--- src/rtl/mcyc_ctrl.sv ---
module mcyc_ctrl (
  input  logic       clk,
  input  logic       rst,
  input  logic [5:0] opcode,
  output logic       mem_rd,
  output logic       mem_wr,
  output logic       addr_sel,
  output logic [3:0] ir_we,
  output logic       pc_we,
  output logic       pc_we_cond,
  output logic [1:0] pc_src,
  output logic       alu_a_sel,
  output logic [1:0] alu_b_sel,
  output logic [1:0] alu_op,
  output logic       dst_sel,
  output logic       reg_we,
  output logic       wb_sel
);

  localparam logic [5:0] OP_RR   = 6'b000000;
  localparam logic [5:0] OP_LD   = 6'b100000;
  localparam logic [5:0] OP_ST   = 6'b101000;
  localparam logic [5:0] OP_BR   = 6'b000100;
  localparam logic [5:0] OP_JMP  = 6'b000010;
  localparam logic [5:0] OP_ADDI = 6'b001000;

  typedef enum logic [3:0] {
    S_F0, S_F1, S_F2, S_F3, S_DEC, S_ADR, S_LDM, S_LDWB,
    S_STM, S_RX, S_RWB, S_BR, S_JMP, S_IX, S_IWB
  } state_t;

  state_t st, st_nx;

  always_ff @(posedge clk) begin
    if (rst) st <= S_F0;
    else     st <= st_nx;
  end

  always_comb begin
    st_nx = S_F0;
    case (st)
      S_F0:  st_nx = S_F1;
      S_F1:  st_nx = S_F2;
      S_F2:  st_nx = S_F3;
      S_F3:  st_nx = S_DEC;
      S_DEC: begin
        case (opcode)
          OP_LD, OP_ST: st_nx = S_ADR;
          OP_RR:        st_nx = S_RX;
          OP_BR:        st_nx = S_BR;
          OP_JMP:       st_nx = S_JMP;
          OP_ADDI:      st_nx = S_IX;
          default:      st_nx = S_F0;
        endcase
      end
      S_ADR: begin
        if (opcode == OP_LD)      st_nx = S_LDM;
        else if (opcode == OP_ST) st_nx = S_STM;
        else                      st_nx = S_F0;
      end
      S_LDM: st_nx = S_LDWB;
      S_RX:  st_nx = S_RWB;
      S_IX:  st_nx = S_IWB;
      default: st_nx = S_F0;
    endcase
  end

  logic fetch;
  assign fetch = (st == S_F0) || (st == S_F1) || (st == S_F2) || (st == S_F3);

  always_comb begin
    mem_rd = 1'b0; mem_wr = 1'b0; addr_sel = 1'b0; ir_we = 4'b0000;
    pc_we = 1'b0; pc_we_cond = 1'b0; pc_src = 2'b00;
    alu_a_sel = 1'b0; alu_b_sel = 2'b00; alu_op = 2'b00;
    dst_sel = 1'b0; reg_we = 1'b0; wb_sel = 1'b0;
    if (fetch) begin
      mem_rd = 1'b1;
      ir_we = 4'b0001 << st[1:0];
      alu_b_sel = 2'b01;
      pc_we = 1'b1;
    end
    case (st)
      S_DEC: alu_b_sel = 2'b11;
      S_ADR, S_IX: begin alu_a_sel = 1'b1; alu_b_sel = 2'b10; end
      S_LDM: begin mem_rd = 1'b1; addr_sel = 1'b1; end
      S_LDWB: begin reg_we = 1'b1; wb_sel = 1'b1; end
      S_STM: begin mem_wr = 1'b1; addr_sel = 1'b1; end
      S_RX:  begin alu_a_sel = 1'b1; alu_op = 2'b10; end
      S_RWB: begin dst_sel = 1'b1; reg_we = 1'b1; end
      S_IWB: reg_we = 1'b1;
      S_BR:  begin alu_a_sel = 1'b1; alu_op = 2'b01; pc_we_cond = 1'b1; pc_src = 2'b01; end
      S_JMP: begin pc_we = 1'b1; pc_src = 2'b10; end
      default: ;
    endcase
  end

  assert_lane_onehot_R2: assert property (@(posedge clk) disable iff (rst)
    $onehot0(ir_we));
  assert_lane01_R2: assert property (@(posedge clk) disable iff (rst)
    ir_we[0] |=> ir_we[1]);
  assert_lane12_R2: assert property (@(posedge clk) disable iff (rst)
    ir_we[1] |=> ir_we[2]);
  assert_lane23_R2: assert property (@(posedge clk) disable iff (rst)
    ir_we[2] |=> ir_we[3]);
  assert_decode_follows_R3: assert property (@(posedge clk) disable iff (rst)
    ir_we[3] |=> (alu_b_sel == 2'b11 && !pc_we && !mem_rd));
  assert_no_rd_wr_R12: assert property (@(posedge clk) disable iff (rst)
    !(mem_rd && mem_wr));
  assert_store_ret_R6: assert property (@(posedge clk) disable iff (rst)
    mem_wr |=> ir_we[0]);
  assert_wb_ret_R12: assert property (@(posedge clk) disable iff (rst)
    reg_we |=> ir_we[0]);
  assert_branch_ret_R8: assert property (@(posedge clk) disable iff (rst)
    pc_we_cond |=> ir_we[0]);
  assert_load_wb_R5: assert property (@(posedge clk) disable iff (rst)
    (mem_rd && addr_sel) |=> (reg_we && wb_sel && !dst_sel));

endmodule

--- config.mk ---
export PLATFORM = sky130hd
export DESIGN_NAME = mcyc_ctrl
export DESIGN_NICKNAME = d
export VERILOG_FILES = /design/src/rtl/mcyc_ctrl.sv
export SDC_FILE = /design/constraint.sdc
export NUM_CORES = 1
export LEC_CHECK = 0
export ABC_AREA = 1
export BUFFER_PORTS_ARGS = -buffer_cell sky130_fd_sc_hd__buf_2
export CAP_MARGIN = 30
export CORE_AREA = 2 2 39 41
export CTS_BUF_LIST = sky130_fd_sc_hd__clkbuf_8 sky130_fd_sc_hd__clkbuf_16
export CTS_CLUSTER_SIZE = 20
export DETAILED_ROUTE_END_ITERATION = 10
export DIE_AREA = 0 0 41 43
export GPL_TIMING_DRIVEN = 0
export PLACE_DENSITY_LB_ADDON = 0.1
export SLEW_MARGIN = 20
export SYNTH_ARGS = -nofsm -noshare
export SYNTH_HDL_FRONTEND = slang
export SYNTH_SLANG_ARGS = --single-unit
--- constraint.sdc ---
create_clock -name clk -period 2.5 [get_ports clk]
set_input_delay 0.375 -clock clk [delete_from_list [all_inputs] [get_ports clk]]
set_output_delay 0.375 -clock clk [all_outputs]
set_load 0.05 [all_outputs]
# Yosys cells after proc, flatten, opt, wreduce, memory -nomap -nowiden
# Cells that the tools add are included.
[op_classes]
n_eq_ne = 19
muxes = 19
reduce_logical = 10
n_shift = 1
[ops]
columns = ["operator", "n"]
rows = [
  ["4-bit case mux with 9 select lines", 1],
  ["4-bit == test (second input constant)", 7],
  ["4-bit case mux with 5 select lines", 1],
  ["4-bit by 3-bit == test with 1-bit output (second input constant)", 4],
  ["6-bit == test (second input constant)", 2],
  ["4-bit two-way mux", 3],
  ["2-bit case mux with 2 select lines", 3],
  ["1-bit two-way mux", 11],
  ["4-bit by 2-bit == test with 1-bit output (second input constant)", 2],
  ["6-bit by 2-bit == test with 1-bit output (second input constant)", 1],
  ["6-bit by 3-bit == test with 1-bit output (second input constant)", 1],
  ["6-bit by 4-bit == test with 1-bit output (second input constant)", 1],
  ["6-bit logical NOT", 1],
  ["2-bit OR reduction", 3],
  ["4-bit by 1-bit == test with 1-bit output (second input constant)", 1],
  ["4-bit logical NOT", 1],
  ["4-bit OR reduction", 1],
  ["1-bit by 2-bit << shifter with 4-bit output (first input constant)", 1],
  ["1-bit logical OR", 3],
  ["3-bit OR reduction", 1],
]
[totals]
ff_bits = 4
elab_cells = 50
inputBits = 8

# Longest topological paths before layout
[depth]
depth_word = 6
ltp_mapped = 7
depth_no_buf = 7

# Least setup slack after synthesis
# No wires, ideal clock.
[synth_timing]
kind = "register to output"
startpoint = "register st[2]"
endpoint = "output port addr_sel"
setup_slack_ps = 481
arrival_time_ps = 1644
stages_incl_launch_ff = 4
path_cell_list = "dfxtp_1 inv_2 nand2_1 o21ai_0"
[synth_via]
elab_chain_len = 3
word_cells_on_any_way = 4
classes_between = "2 x eq/ne; 1 x mux; 1 x reduce/logical"
[synth_lines]
columns = ["element", "line", "source"]
rows = [
  ["from (decl)", "32", "state_t st, st_nx;"],
  ["from (signal assigned)", "36", "else st <= st_nx;"],
  ["4-bit == test or 4-bit by 3-bit == test with 1-bit output (tied branches)", "82", "case (st)"],
  ["2-bit OR reduction (no source line) (*)", "-", ""],
  ["1-bit two-way mux (*)", "82", ""],
  ["to (decl)", "7", "output logic addr_sel,"],
]
# Mark *: on every way between the ends. The rest lies on a longest branch, timed or not.

# Final worst setup path
[layout_timing]
startpoint = "register st[2]"
endpoint = "output port pc_src[0]"
[layout_via]
elab_chain_len = 2
word_cells_on_any_way = 3
classes_between = "2 x eq/ne; 1 x mux"
[layout_lines]
columns = ["element", "line", "source"]
rows = [
  ["4-bit == test", "82", ""],
  ["2-bit case mux with 2 select lines (*)", "82", ""],
  ["to (decl)", "11", "output logic [1:0] pc_src,"],
]
# Marked as above.

==> impl_metrics.yaml <==
power:
  sw_frac_of_total_pct: 34.5
  p_leak_nw: 0.332
  power_density_mw_per_mm2: 475
  seqPwrFrac_pct: 24.7
  internal-power_w: 0.000193
  combinationalPowerShare_pct: 29.8
  ir_drop_mv: 0.357
  p_sw_w: 0.000102
  pwr-share-clk_pct: 45.5
synth:
  synth.distinct_cells: 15
  syn-instance-count: 81
  yosysSeqAreaShare_pct: 18.7
  netlist_area_um2: 428
  syn-num-nets: 89
  ys_ff_latch: 4
  syn_avg_cell_area_um2: 5.28
  ys.warnings.count: 0
routing:
  vias: 580
  ant_nets: 0
  wl_mm: 1.12
  wire_per_inst_um: 8.89
  avgViaCountPerCell: 4.60
  drc: 0
  drtIter0Drc: 6
  drtPass1Iterations: 3
cts:
  cts_buffers: 3
  cts_repair_resize_count: 0
  tritoncts: "built"
  root_buffer: "clkbuf_8"
  clock_path_buffers: 2
  path_clk_slew_ns: 0.03
  clock_sinks: 4
  h-tree-depth: 1
  post_cts_buffers: 0
  cts_hold_buf: 0
  clk-insertion-delay-late_ns: 0.22
worst_setup_path:
  crit_arrival_ns: 1.35
  critPathMaxStageDelay_ns: 0.34
  slowest_stage: "dfxtp_1"
  cp-end-kind: "output port"
  path_max_fanout: 6
  critPathKind: "reg2out"
  worst-endpoint-required_ns: 2.12
  start_kind: "register"
  cp_cell_sequence: "inv_2 -> nand2_1 -> nor2_1 -> buf_4 -> buf_2"
finish:
  diodes: 0
  largest_registers: "st x4"
  largest-register: "st"
  area_growth_pct: 44.7
  postLayoutCoreUtil_pct: 44.8
  final_cells: 126
  largest_register_ffs: 4
  fin_nets: 120
  drive_gt1_share_pct: 38.2
timing:
  layout_setup_ws_ns: 0.779
  tightest_slew_ns: 0.252
  max_slew_margin_pct: 83.3
  slew_violations: 0
  fin_crit_sh_pct: 68.8
  hold_viol: 0
  fin_crit_ns: 1.72
  fin_setup_tns_ns: 0
  clock_skew_ns: 0.00272
  setup_viol: 0
  fmax_mhz: 581
  rsz0062_at_grt: "no"
place:
  place_ws_ns: 0.991
  io_buffers: 26
  globalplace.congestion: 0.708
  place_inst: 123
  hpwl_um: 952
floorplan:
  ios: 27
  start_util_pct: 30.9
  die_w_um: 41
  core_area_mm2: 0.00138
  die_area_mm2: 0.00176
  dieHeight_um: 43
  core.rowCount: 14
global_route:
  grt_pass1_vias: 479
  track_usage_pct: 14.2
  antenna_found_initial: 0
  grt_max_degree: 9
  grt-ovfl-total: 0
  grt_pass1_wl_mm: 1.75
flow_run:
  maxCapViolations: 0
hold_path:
  holdCritPathClass: "in2reg"
status:
  status: "finished, final reports clean"
power groups by stage:
| stage | Clock, W | Sequential [W] | Combinational (W) |
|---|---|---|---|
| final | 0.000134 | 0.0000726 | 0.0000878 |
| after global routing | 0.000142 | 0.0000729 | 0.0000973 |
| after CTS | 0.000138 | 0.0000726 | 0.0000883 |
| after detailed placement | 0 | 0.0000735 | 0.0000882 |
| after global placement | 0 | 0.0000734 | 0.0000883 |
| after floorplan | 0 | 0.0000727 | 0.0000660 |
cells by family (layout without fill, tap and decap cells):
logic type | Yosys count | count (layout) | synth area share [%]
AO/OA/AOI/OAI | 12 | 12 | 14.6
flip-flops | 4 | 4 | 18.7
AND/OR/NAND/NOR | 52 | 52 | 53.5
buffers and inverters | 13 | 42 | 13.2
final cells by class:
class,count,area (um^2)
fillers,150,764
multi-input cells,64,292
repair buffers,26,130
flip-flops and latches,4,80.1
clock buffers,3,41.3
inverters,11,41.3
well taps,16,20.0
plain buffers,2,15.0
routing by layer:
metal | global-route usage, % | vias to the layer above | share of wire (%)
li1 | - | 320 | -
met1 | 16.7 | 236 | 47
met2 | 23.4 | 22 | 44
met3 | 3.14 | 2 | 7.4
met4 | 6.00 | 0 | 1.4
met5 | 0 | - | 0
layout by cell type (no fill, tap or decap), types with 4 or more instances in the layout:
cell type | netlist | routed
a21oi_1 | 5 | 5
buf_2 | 0 | 26
dfxtp_1 | 4 | 4
inv_1 | 6 | 6
inv_2 | 5 | 5
nand2_1 | 16 | 16
nand2_2 | 4 | 4
nand3_1 | 7 | 7
nor2_1 | 21 | 21
cell usage after synthesis, drive strengths merged:
cell	count	share of area, %
nor2	23	23
nand2	20	20
inv	11	9.6
nand3	7	8.2
a21oi	5	5.8
o21ai	5	5.8
dfxtp	4	19
buf	2	3.5
nand4	2	2.9
o22ai	2	2.9
worst paths after layout:
path,from,to,slack (ns),depth (start not counted)
setup / recovery,st[2],pc_src[0],0.78,5
setup reg to reg,st[2],st[2],1.39,7
hold reg to reg,st[0],st[0],0.66,3
hold / removal,rst,st[3],0.36,2
stage by stage:
stage / hold WS, ns / power [W] / instance area [um^2]
after floorplan: 0.444 / 0.000139 / 428
after global placement: 0.583 / 0.000162 / 578
after detailed placement: 0.581 / 0.000162 / 578
after CTS: 0.355 / 0.000299 / 619
after global routing: 0.368 / 0.000312 / 619
final: 0.357 / 0.000294 / 619
critical path: cells and delay by family, from the launching register on:
| family | cells | cell delay [ns] |
|---|---|---|
| AND/OR/NAND/NOR | 2 | 0.32 |
| buffers and inverters | 3 | 0.47 |
| flip-flops | 1 | 0.34 |
No activity file was read; power rests on OpenSTA's default activity.
